<file path="src/rtl/bus_volt_seq.sv">
module bus_volt_seq #(
  parameter int CLK_HZ     = 50_000_000,
  parameter int TIMEOUT_US = 1000
) (
  input  logic       clk,
  input  logic       rst_n,
  input  logic       req_valid,
  input  logic [1:0] req_volt,
  input  logic       cap_3v3,
  input  logic       cap_1v8,
  input  logic       pwr_good,
  output logic [2:0] vsel,
  output logic       bus_pwr,
  output logic       lv_sig_en,
  output logic       busy,
  output logic       done,
  output logic       unsupported,
  output logic       timeout
);
  localparam int TMO   = (CLK_HZ / 1_000_000) * TIMEOUT_US;
  localparam int CNT_W = $clog2(TMO + 1);
  localparam logic [2:0] CODE_3V3 = 3'b111;
  localparam logic [2:0] CODE_1V8 = 3'b101;

  typedef enum logic [1:0] {S_IDLE, S_CODE, S_POLL} state_t;

  state_t           state;
  logic [CNT_W-1:0] cnt;
  logic             tgt_lo;

  wire want_hi = (req_volt == 2'b00);
  wire want_lo = (req_volt == 2'b01);
  wire ok      = (want_hi && cap_3v3) || (want_lo && cap_1v8);

  assign busy = (state != S_IDLE);

  always_ff @(posedge clk or negedge rst_n) begin
    if (!rst_n) begin
      state       <= S_IDLE;
      cnt         <= '0;
      tgt_lo      <= 1'b0;
      vsel        <= 3'b000;
      bus_pwr     <= 1'b0;
      lv_sig_en   <= 1'b0;
      done        <= 1'b0;
      unsupported <= 1'b0;
      timeout     <= 1'b0;
    end else begin
      done        <= 1'b0;
      unsupported <= 1'b0;
      timeout     <= 1'b0;
      case (state)
        S_IDLE:
          if (req_valid) begin
            if (ok) begin
              vsel    <= want_lo ? CODE_1V8 : CODE_3V3;
              tgt_lo  <= want_lo;
              bus_pwr <= 1'b0;
              state   <= S_CODE;
            end else begin
              unsupported <= 1'b1;
            end
          end
        S_CODE: begin
          bus_pwr <= 1'b1;
          cnt     <= '0;
          state   <= S_POLL;
        end
        S_POLL:
          if (pwr_good) begin
            done      <= 1'b1;
            lv_sig_en <= tgt_lo;
            state     <= S_IDLE;
          end else if (cnt == CNT_W'(TMO - 1)) begin
            timeout <= 1'b1;
            state   <= S_IDLE;
          end else begin
            cnt <= cnt + 1'b1;
          end
        default: state <= S_IDLE;
      endcase
    end
  end

  assert_code_before_power_R4: assert property (@(posedge clk) disable iff (!rst_n)
    $rose(bus_pwr) |-> $stable(vsel));

  assert_unsup_keeps_state_R2: assert property (@(posedge clk) disable iff (!rst_n)
    unsupported |-> ($stable(vsel) && $stable(lv_sig_en) && $stable(bus_pwr)));

  assert_done_after_good_R5: assert property (@(posedge clk) disable iff (!rst_n)
    done |-> ($past(pwr_good) && $past(bus_pwr)));

  assert_lv_moves_with_done_R6: assert property (@(posedge clk) disable iff (!rst_n)
    !$stable(lv_sig_en) |-> done);

  assert_timeout_powered_R7: assert property (@(posedge clk) disable iff (!rst_n)
    timeout |-> ($past(bus_pwr) && !$past(pwr_good)));

  assert_single_outcome_R10: assert property (@(posedge clk) disable iff (!rst_n)
    $onehot0({done, unsupported, timeout}));

  assert_pulse_width_R10: assert property (@(posedge clk) disable iff (!rst_n)
    (done || unsupported || timeout) |=> !(done || unsupported || timeout));

  assert_idle_after_outcome_R8: assert property (@(posedge clk) disable iff (!rst_n)
    (done || timeout) |-> !busy);
endmodule

</file>
<file path="config.mk">
export PLATFORM = sky130hd
export DESIGN_NAME = bus_volt_seq
export DESIGN_NICKNAME = d
export VERILOG_FILES = /design/src/rtl/bus_volt_seq.sv
export SDC_FILE = /design/constraint.sdc
export NUM_CORES = 1
export LEC_CHECK = 0
export BUFFER_PORTS_ARGS = -buffer_cell sky130_fd_sc_hd__buf_2
export CAP_MARGIN = 20
export CELL_PAD_IN_SITES_DETAIL_PLACEMENT = 1
export CELL_PAD_IN_SITES_GLOBAL_PLACEMENT = 1
export CORE_UTILIZATION = 41
export CTS_BUF_LIST = sky130_fd_sc_hd__clkbuf_4 sky130_fd_sc_hd__clkbuf_8
export CTS_CLUSTER_DIAMETER = 200
export DETAILED_ROUTE_END_ITERATION = 8
export PLACE_DENSITY_LB_ADDON = 0.1
export SYNTH_ARGS = -nofsm -noshare
export SYNTH_HDL_FRONTEND = slang
export SYNTH_SLANG_ARGS = --single-unit
</file>
<file path="constraint.sdc">
create_clock -name clk -period 1.8 [get_ports clk]
set_input_delay 0.18 -clock clk [delete_from_list [all_inputs] [get_ports clk]]
set_output_delay 0.18 -clock clk [all_outputs]
set_load 0.005 [all_outputs]
</file>
Word-level counts from Yosys, hierarchy flattened
Cells that the tools add are included.

Add/subtract/negate cells: 1. Equality and inequality tests: 9. Mux-type cells: 20. Reduce and logical (&&, ||, !) cells: 13.

Operators by type and width (number): $mux 16 (2); $pmux 16 s2 (1); $add 16x1->16 const B (1); $eq 16x16->1 const B (1); $reduce_and 3->1 (4); $mux 1 (10); $mux 2 (5); $ne 2x2->1 const B (4); $pmux 2 s3 (1); $reduce_bool 2->1 (3); $eq 2x1->1 const B (2); $logic_not 2->1 (2); $ne 3x3->1 const B (1); $eq 2x2->1 const B (1); $logic_and 1x1->1 (2); $pmux 1 s2 (1); $reduce_and 2->1 (1); $logic_or 1x1->1 (1).

Bits in registers: 27. Input port bits: 8. Output and inout port bits: 9. Word-level logic and storage cells: 52.

Longest topological paths before layout
Gate-level depths: netlist (run 1).

Depth after elaboration: 6. Depth in mapped cells: 6. Depth with buffers taken out: 5.

Worst setup path before layout (run 1)
Ideal clock, no wire load.

Path type: register -> register. From: register cnt[0]. To: register cnt[12]. Library setup time: 0.080 ns. Arrival time: 1.708 ns. Path slack: 0.012 ns. Stages on the path, launching flop included: 6. Cell sequence: dfrtp_1 > ha_1 > nand3_1 > or4_4 > or4_4 > o211ai_2.

Word-level cells in the longest chain between the ends: 4.

RTL lines: start, declared (line 28) `logic [CNT_W-1:0] cnt;`; start signal, assigned (line 78) `cnt <= cnt + 1'b1;`; $add 16x1->16 (line 78); $mux 16 (line 74) `end else if (cnt == CNT_W'(TMO - 1)) begin`; $mux 16 (line 70) `if (pwr_good) begin`; $pmux 16 s2 (line 52) `case (state)`.

Parallel ways exist; a longest one is shown, timed or not. The select of a mux whose other input is x is not followed. A chain may end at the register's enable or synchronous reset.

Worst setup path in the final report (run 1)
Same ends and word-level chain as after synthesis.

==> metrics.md, run 1 <==
| Metric | Value |
|---|---|
| Final hold vios | 0 |
| Top cells by count, synth | dfrtp_1 (26), nand2_1 (14), mux2i_1 (10) |
| Fin crit share | between 90% and 100% |
| # DRC | 0 |
| Clock latency on the worst-skew pair | roughly 0.33 ns |
| Max-slew violations | 0 |
| Main flop type after synthesis | dfrtp_1 |
| RSZ-0062 raised after global routing | yes |
| Placed cell count | between 150 and 200 |
| Vias in the first global route | about 1,200 |
| Crit. End Element | flop |
| DR vias | ~1,100 |
| Setup Skew | 0.00763 ns |
| Post-place setup slack | approximately 0.022 ns |
| First-pass GRT wire length | about 5500 um |
| Critical Path RT | 2.06 ns |
| Die Width | 58.3 um |
| Power per cell area | approximately 830 mW/mm^2 |
| Layout net count | about 170 |
| Crit-path max FO | 6 |
| CTS tree | yes |
| Routed wirelength normalized by instance count | about 16 um |
| Die Height | 58.3 um |
| Startpoint Class | flop |
| CTS Buf Count | 3 |
| Port bufs | 16 |
| Initial Utilization | around 43% |
| Multi-input gate area | 646 um^2 |
| Ports | 17 |
| Wirelength, routed | 3170 um |
| Drt first pass iters | 4 |
| Reg area | between 600 and 700 um^2 |
| Core area | roughly 0.0030 mm^2 |
| Worst-case clock buffer depth | 2 |
| Post-Synthesis Cells | 127 |
| Unique masters post-synth | 34 |
| Peak supply drop | around 0.41 mV |
| Post-synth ARST share | 100% |
| Synthesized area per cell | ~10 um^2 |
| GRT Resource Usage Total | 21.6% |
| Synth top area share | 50.0% |
| Final Wtd Congestion | between 0.7 and 0.8 |
| H-Tree Depth | 1 |
| Syn. warnings | 0 |
| Crit Path Category | flop to flop |
| Antenna Nets Post-Route | 0 |
| Fin util | a little over half |
| Fmax | 564 MHz |
| Lkg Pwr | approximately 0.73 nW |
| Endpoints failing setup | 0 |
| Largest net degree at the start of global routing | 27 |
| Relative slew slack | around three fifths |
| Die area | roughly 0.0034 mm^2 |
| Antenna violations before repair | 0 |
| Worst Slack Setup Final | 0.0266 ns |
| Hold WC Path Type | input port to flop |
| GRT overflow | 0 |
| Inserted Diodes | 0 |
| Tot Pwr | 1.34 mW |
| Outcome | finished clean |
| Largest area contributor in the netlist | dfrtp_1 |
| Layout cell share with drive strength beyond 1 | a little under a third |
| Synth Register Bits | 26 |
| FILL cells | roughly 350 |
| Worst slew pin tran | just under 0.6 ns |
| Post-Layout Cell Count | 200 |
| Final HPWL DP | about 2300 um |
| Synth area leaders | dfrtp_1 (50%), mux2i_1 (7.7%), nand2_1 (4.0%) |
| 1st-iter DRT viols | 18 |
| Post-Syn Nets | between 100 and 150 |
| Post-synth EDFFs | 0 |
| Most common cell in the netlist | dfrtp_1 |
| Drt via density | around 5.5 |
| Synthesized area | 0.00130 mm^2 |
| Root Driver | clkbuf_4 |
| Std cell rows | 20 |
| Minimum clock period after layout | roughly 1.8 ns |
| Register area share after synthesis | around 50% |
| CTS clk-pin slew, worst paths | 0.15 ns |
| Sink Count | 26 |
| Area Overhead vs Synth | 25.0% |
| Total of max-cap violations | 0 |
| Worst Path Arrival | 2.03 ns |
worst paths after layout:
check	to	startpoint	slack (ns)	cells past startpoint
worst min-delay path	vsel[1]	req_volt[0]	0.05	2
worst max-delay path	cnt[12]	cnt[0]	0.03	5
worst min register to register	lv_sig_en	lv_sig_en	0.51	1
max in group asynchronous	cnt[0]	rst_n	1.04	2
worst max register to register	cnt[12]	cnt[0]	0.03	5
min in group asynchronous	cnt[15]	rst_n	0.37	2
kinds of logic (layout without fill, tap and decap cells):
| kind of cell | count (synthesis) | count (layout) | share of synthesized area, % |
|---|---|---|---|
| adders and majority gates | 1 | 1 | 0.962 |
| muxes | 12 | 12 | 9.43 |
| DFF | 26 | 26 | 50.0 |
| buffers and inverters | 12 | 41 | 3.75 |
| and+or+nand+nor | 59 | 59 | 26.5 |
| AOI/OAI and AO/OA | 17 | 17 | 9.34 |
metrics by stage:
step	area [um^2]	hold WS, ns	TNS (ns)
floorplan	1300	-0.116	0
global placement	1510	0.211	0
detailed placement	1510	0.218	0
CTS	1590	0.0347	0
global route	1630	0.0393	-0.00542
finish	1630	0.0453	0
routing by layer:
metal / vias up / global-route usage [%] / share of wire (%)
met5: - / 0 / 0
met4: 0 / 10.2 / 1.2
met3: 4 / 3.30 / 1.7
met2: 11 / 35.6 / 51
met1: 555 / 28.2 / 47
li1: 524 / - / -
flip-flops by register name, summed over array words and instances (netlist names):
name,count
done,1
bus_pwr,1
cnt,16
timeout,1
state,2
tgt_lo,1
lv_sig_en,1
vsel,2
unsupported,1
area by class of cell:
cell class / count / area share (%)
clock buffer: 3 / 1.39
clock inverter: 1 / 1.85
inverter: 6 / 1.39
multi-input combinational: 89 / 39.7
sequential: 26 / 40.0
tap: 44 / 3.39
timing repair buffer: 31 / 12.2
repair_timing:
item	CTS	global route
resized for setup	3	6
setup endpoints to repair	2	10
hold buffers	1	0
setup buffers	1	0
pin swaps	1	3
endpoints found under the hold margin	26	0
placed cells by master (no fill, tap or decap), types with 2 or more instances in the layout:
cell	netlist	layout
nor4_2	0	2
and3_2	2	2
mux2i_1	10	10
nand3_2	1	2
buf_2	0	16
clkbuf_4	0	3
o21ai_1	4	4
nand2b_1	2	2
nor2b_1	2	2
nand2_1	14	14
and3_1	4	4
a31oi_1	2	2
nand3_1	9	8
nor3_1	2	2
dfrtp_1	26	26
inv_1	6	6
o31ai_1	2	2
nor2_1	4	4
mux2_1	2	2
or4_4	2	2
nand4_1	5	5
nor4_1	4	2
o211ai_1	4	4
buf_4	1	13
worst max-delay path: stages, from the launching register on:
cell	delay (ns)
dfrtp_1	0.44
ha_4	0.18
and3_1	0.24
and4_2	0.28
or4_4	0.49
o211ai_2	0.08
power by group:
part | internal (mW) | leakage [nW] | switching (mW) | total [mW]
Combinational | 0.120 | 0.362 | 0.108 | 0.228
Clock | 0.225 | 0.0279 | 0.182 | 0.407
Sequential | 0.651 | 0.344 | 0.0570 | 0.708
Note: power is estimated with default switching activity, not from simulation.
==> run 2, diff against run 1 <==
Settings changed: RECOVER_POWER set to 100.
==> metrics.md, run 2 (synthesis results as in run 1) <==
| Metric | Value |
|---|---|
| Setup Skew | 0.00785 ns (was 0.00763 ns) |
| R2R cell count | 5 (unchanged) |
| Int Pwr | 0.994 mW (was 0.997 mW) |
| Die Width | 58.3 um (unchanged) |
| Multi-input gate area | 646 um^2 (unchanged) |
| Routed wirelength normalized by instance count | 15.9 um (about the same) |
| Commonest non-fill, non-tap cell in the layout | dfrtp_1 (unchanged) |
| R2R Path Start | cnt[0] (unchanged) |
| Die area | 0.00340 mm^2 (unchanged) |
| Clock latency on the worst-skew pair | 0.33 ns (about the same) |
| CP startpoint | cnt[0] (unchanged) |
| Max-slew violations | 0 (unchanged) |
| Register share of total power | 52.8% (was 52.7%) |
| Vias in the first global route | 1,202 (unchanged) |
| Worst-case clock buffer depth | 2 (unchanged) |
| Outcome | finished clean (unchanged) |
| Final HPWL DP | 2300 um (unchanged) |
| 1st-iter DRT viols | 20 (was 18) |
| Worst-path cell chain | ha_4 > and3_1 > and4_2 > or4_4 > o211ai_2 (unchanged) |
| Relative slew slack | 56.3% (was 60.7%) |
| Lkg Pwr | 0.722 nW (was 0.734 nW) |
| Logic pwr share | 16.8% (was 17.0%) |
| Largest regs | cnt (16), state (2), vsel (2) (unchanged) |
| Core area | 0.00303 mm^2 (unchanged) |
| Slowest stage delay, CP | 0.49 ns (about the same) |
| Biggest register | cnt (unchanged) |
| Fin Setup TNS | 0 ns (unchanged) |
| CTS clk-pin slew, worst paths | 0.15 ns (about the same) |
| DR vias | 1,094 (unchanged) |
| CTS tree | yes (unchanged) |
| Inserted Diodes | 0 (unchanged) |
| CP endpoint | cnt[12] (unchanged) |
| Initial Utilization | 42.9% (unchanged) |
| Crit-path max FO | 6 (unchanged) |
| Hold WC Path Type | input port to flop (unchanged) |
| Minimum clock period after layout | 1.77 ns (unchanged) |
| Placed instance area | 0.00151 mm^2 (unchanged) |
| Startpoint Class | flop (unchanged) |
| Ports | 17 (unchanged) |
| Crit. End Element | flop (unchanged) |
| Layout cell share with drive strength beyond 1 | 28.2% (was 30.1%) |
| Antenna violations before repair | 0 (unchanged) |
| Worst Path Arrival | 2.03 ns (about the same) |
| Area Overhead vs Synth | 24.7% (was 25.0%) |
| Peak supply drop | 0.414 mV (about the same) |
| P_sw | 0.347 mW (about the same) |
| Die Height | 58.3 um (unchanged) |
| Worst R2R End | cnt[12] (unchanged) |
| Post-place setup slack | 0.0220 ns (unchanged) |
| FILL cells | 352 (unchanged) |
| Root Driver | clkbuf_4 (unchanged) |
| Sw Share | 25.9% (was 25.8%) |
| GRT Resource Usage Total | 21.6% (unchanged) |
| Power per cell area | 827 mW/mm^2 (about the same) |
| Clock network power share | 30.4% (was 30.3%) |
| Drt via density | 5.47 (unchanged) |
| # DRC | 0 (unchanged) |
| Crit Path Category | flop to flop (unchanged) |
| CTS Buf Count | 3 (unchanged) |
| Fin util | 53.6% (was 53.7%) |
| H-Tree Depth | 1 (unchanged) |
| Final Wtd Congestion | 0.779 (unchanged) |
| Port bufs | 16 (unchanged) |
| Final instance area | 0.00162 mm^2 (was 0.00163 mm^2) |
| Sink Count | 26 (unchanged) |
| Reg area | 651 um^2 (unchanged) |
| RSZ-0062 raised after global routing | yes (unchanged) |
| Largest register FFs | 16 (unchanged) |
| Tot Pwr | 1.34 mW (about the same) |
| Worst slew pin tran | 0.656 ns (was 0.589 ns) |
| Critical Path RT | 2.06 ns (about the same) |
| First-pass GRT wire length | 5490 um (unchanged) |
| Crit-path slowest cell | or4_4 (unchanged) |
| Antenna Nets Post-Route | 0 (unchanged) |
| Fin crit share | 98.5% (unchanged) |
| Wirelength, routed | 3170 um (about the same) |
| GRT overflow | 0 (unchanged) |
| Commonest non-fill, non-tap cells in the layout | dfrtp_1 (26), nand2_1 (14), buf_4 (13) (was dfrtp_1 (26), buf_2 (16), nand2_1 (14)) |
| Fmax | 564 MHz (unchanged) |
| Largest net degree at the start of global routing | 27 (unchanged) |
| Final hold vios | 0 (unchanged) |
| Drt first pass iters | 4 (unchanged) |
| Flop-to-flop setup slack | 0.03 ns (about the same) |
| Layout net count | 166 (unchanged) |
| Endpoints failing setup | 0 (unchanged) |
| Std cell rows | 20 (unchanged) |
| Total of max-cap violations | 0 (unchanged) |
| Worst Slack Setup Final | 0.0266 ns (unchanged) |
run 2: cell types whose count changed in the layout (fill, tap and decap cells not counted):
cell and delta:
buf_2 -4, clkbuf_2 +1, and2_0 +1, and2_1 -1
clkbuf_1 +3
run 2: worst min path at each step:
stage,startpoint,end,slack [ns],cells after the start
after floorplan,rst_n,bus_pwr,-0.12,0
after global placement,rst_n,cnt[13],0.21,1
after detailed placement,rst_n,cnt[13],0.22,1
after CTS,req_volt[0],vsel[1],0.03,2
after global routing,req_volt[0],vsel[1],0.04,2
final,req_volt[0],vsel[1],0.04,2
run 2: worst max-delay path, delay by kind of cell, from the launching register on:
family | cells | cell delay, ns
AO/OA/AOI/OAI | 1 | 0.08
adder cells (fa/ha/maj) | 1 | 0.18
flip-flops | 1 | 0.44
AND/OR/NAND/NOR | 3 | 1.01
run 2: through the flow:
step / instances / hold slack, ns
2_1_floorplan: 127 / -0.116
3_3_place_gp: 194 / 0.211
3_5_place_dp: 194 / 0.218
4_1_cts: 200 / 0.0347
5_1_grt: 200 / 0.0393
6_report: 200 / 0.0450
run 2: power groups by stage:
stage | logic, mW | registers (mW) | clock network (mW)
5_1_grt | 0.256 | 0.716 | 0.442
6_report | 0.226 | 0.708 | 0.407
4_1_cts | 0.224 | 0.700 | 0.420
3_5_place_dp | 0.211 | 0.709 | 0
2_1_floorplan | 0.0923 | 0.709 | 0
3_3_place_gp | 0.198 | 0.705 | 0
run 2: repair_timing:
| item | CTS | global route |
|---|---|---|
| hold endpoints to repair | 26 | 0 |
| resized for setup | 3 | 6 |
| hold buffers | 1 | 0 |
| pin swaps | 1 | 3 |
| setup buffers | 1 | 0 |
| endpoints found under the setup margin | 2 | 10 |
run 2: area by class of cell:
class                   count  area share [%]
clock buffers               3            1.39
multi-input cells          89            39.8
repair buffers             31            12.0
well taps                  44            3.40
clock inverters             1            1.85
flip-flops and latches     26            40.1
inverters                   6            1.39
run 2: metal layers:
layer  track usage [%]  vias up  wire [um]
li1                  -      524          -
met1              28.2      555       1470
met2              35.6       11       1600
met3              3.30        4         57
met4              10.2        0         38
met5                 0        -          0
==> run 3, diff against run 2 <==
Settings changed: CORE_MARGIN set to 1.5, REMOVE_ABC_BUFFERS set to 1, TNS_END_PERCENT set to 10.
==> metrics.md, run 3 (synthesis results as in run 1) <==
| Metric | Value |
|---|---|
| Largest net degree at the start of global routing | 27 (unchanged) |
| Drt first pass iters | 4 (unchanged) |
| Outcome | finished clean (unchanged) |
| GRT Resource Usage Total | 20.6% (was 21.6%) |
| Wirelength, routed | 3130 um (was 3170 um) |
| Tot Pwr | 1.22 mW (was 1.34 mW) |
| CTS Buf Count | 3 (unchanged) |
| Final Wtd Congestion | 0.815 (was 0.779) |
| Initial Utilization | 42.9% (unchanged) |
| Routed wirelength normalized by instance count | 15.6 um (was 15.9 um) |
| WP buf/inv | 0 (unchanged) |
| CTS clk-pin slew, worst paths | 0.15 ns (about the same) |
| Clock latency on the worst-skew pair | 0.33 ns (about the same) |
| Core area | 0.00303 mm^2 (unchanged) |
| Total of max-cap violations | 0 (unchanged) |
| Setup bufs post-CTS | 0 (was 1) |
| Die area | 0.00352 mm^2 (was 0.00340 mm^2) |
| Slowest stage delay, CP | 0.51 ns (was 0.49 ns) |
| Fin Setup TNS | 0 ns (unchanged) |
| Critical Path RT | 2.07 ns (was 2.06 ns) |
| Lkg Pwr | 0.715 nW (was 0.722 nW) |
| Fin crit share | 95.7% (was 98.5%) |
| Worst slew pin tran | 0.652 ns (was 0.656 ns) |
| Power per cell area | 767 mW/mm^2 (was 827 mW/mm^2) |
| Peak supply drop | 0.425 mV (was 0.414 mV) |
| Crit. End Element | flop (unchanged) |
| Commonest non-fill, non-tap cells in the layout | dfrtp_1 (25), nand2_1 (14), buf_2 (13) (was dfrtp_1 (26), nand2_1 (14), buf_4 (13)) |
| CTS tree | yes (unchanged) |
| Port bufs | 16 (unchanged) |
| First-pass GRT wire length | 5410 um (was 5490 um) |
| Drt via density | 5.45 (was 5.47) |
| Largest regs | cnt (16), state (2), vsel (2) (unchanged) |
| Commonest non-fill, non-tap cell in the layout | dfrtp_1 (unchanged) |
| Antenna violations before repair | 0 (unchanged) |
| Vias in the first global route | 1,129 (was 1,202) |
| Ports | 17 (unchanged) |
| Hold WC Path Type | input port to flop (unchanged) |
| Inserted Diodes | 0 (unchanged) |
| Fmax | 580 MHz (was 564 MHz) |
| Crit Path Category | flop to flop (unchanged) |
| Layout cell share with drive strength beyond 1 | 28.0% (was 28.2%) |
| Crit-path slowest cell | or4_4 (unchanged) |
| H-Tree Depth | 1 (unchanged) |
| Worst Path Arrival | 1.99 ns (was 2.03 ns) |
| Die Width | 59.3 um (was 58.3 um) |
| Startpoint Class | flop (unchanged) |
| # DRC | 0 (unchanged) |
| Setup Skew | 0.00657 ns (was 0.00785 ns) |
| 1st-iter DRT viols | 14 (was 20) |
| Final HPWL DP | 2280 um (was 2300 um) |
| Worst-path cell chain | nand3_1 > or4_4 > or4_4 > o211ai_2 (was ha_4 > and3_1 > and4_2 > or4_4 > o211ai_2) |
| Relative slew slack | 56.5% (was 56.3%) |
| Minimum clock period after layout | 1.72 ns (was 1.77 ns) |
| DR vias | 1,095 (was 1,094) |
| Area Overhead vs Synth | 22.2% (was 24.7%) |
| Worst-case clock buffer depth | 2 (unchanged) |
| Sink Count | 26 (unchanged) |
| Biggest register | cnt (unchanged) |
| Largest register FFs | 16 (unchanged) |
| Crit-path max FO | 7 (was 6) |
| Antenna Nets Post-Route | 0 (unchanged) |
| GRT overflow | 0 (unchanged) |
| Endpoints failing setup | 0 (unchanged) |
| Root Driver | clkbuf_4 (unchanged) |
| Worst path most repeated cell | or4_4 |
| Layout net count | 167 (was 166) |
| Std cell rows | 20 (unchanged) |
| CP top delay family | simple AND/OR/NAND/NOR gates (unchanged) |
| Max-slew violations | 0 (unchanged) |
| Die Height | 59.3 um (was 58.3 um) |
| Final hold vios | 0 (unchanged) |
| Flop-to-flop setup slack | 0.08 ns (was 0.03 ns) |
==> run 3: worst reg2reg max path, cell delays in order (launching register included) <==
cell      delay (ns)
dfrtp_1         0.49
nand3_1         0.16
or4_4           0.51
or4_4           0.42
o211ai_2        0.08
==> run 3: repair_timing <==
item / 4_1_cts / 5_1_grt
pin swaps: 0 / 2
hold buffers: 1 / 0
hold endpoints to repair: 26 / 0
setup endpoints to repair: 1 / 13
gates resized for setup: 2 / 6
==> run 3: area by class of cell <==
type | count | area [um^2]
fillers | 354 | 1440
flip-flops and latches | 26 | 652
multi-input cells | 89 | 627
repair buffers | 32 | 196
well taps | 44 | 55.1
clock buffers | 4 | 36.3
inverters | 6 | 22.5
==> run 3: metrics by stage <==
step	setup slack, ns	utilization (%)	cells	hold WS, ns	instance area, um^2
after detailed placement	0.0282	50.2	196	0.218	1520
after CTS	0.0120	52.0	201	0.0321	1580
after global placement	0.0592	50.2	196	0.209	1520
after floorplan	0.0118	-	121	-0.116	1270
after global routing	-0.00770	52.5	201	0.0325	1590
final	0.0767	52.5	201	0.0453	1590
==> run 3: worst paths after layout <==
| check | from | to | cells after the start |
|---|---|---|---|
| worst min register to register | cnt[15] | cnt[15] | 1 |
| worst min-delay path | req_volt[0] | vsel[1] | 2 |
| max in group asynchronous | rst_n | cnt[4] | 2 |
| worst max register to register | cnt[7] | cnt[12] | 4 |
| worst max-delay path | cnt[7] | cnt[12] | 4 |
| min in group asynchronous | rst_n | cnt[14] | 2 |
==> run 3: metal layers <==
| layer | share of wire (%) | vias up | track usage (%) |
|---|---|---|---|
| met5 | 0 | - | 0 |
| met4 | 0.93 | 0 | 9.42 |
| met3 | 2.9 | 4 | 2.18 |
| met2 | 51 | 22 | 33.9 |
| met1 | 46 | 541 | 27.3 |
| li1 | - | 528 | - |
==> run 3: where the power goes <==
part / internal [mW] / switching (mW)
Clock: 0.124 / 0.184
Sequential: 0.651 / 0.0456
Combinational: 0.107 / 0.107
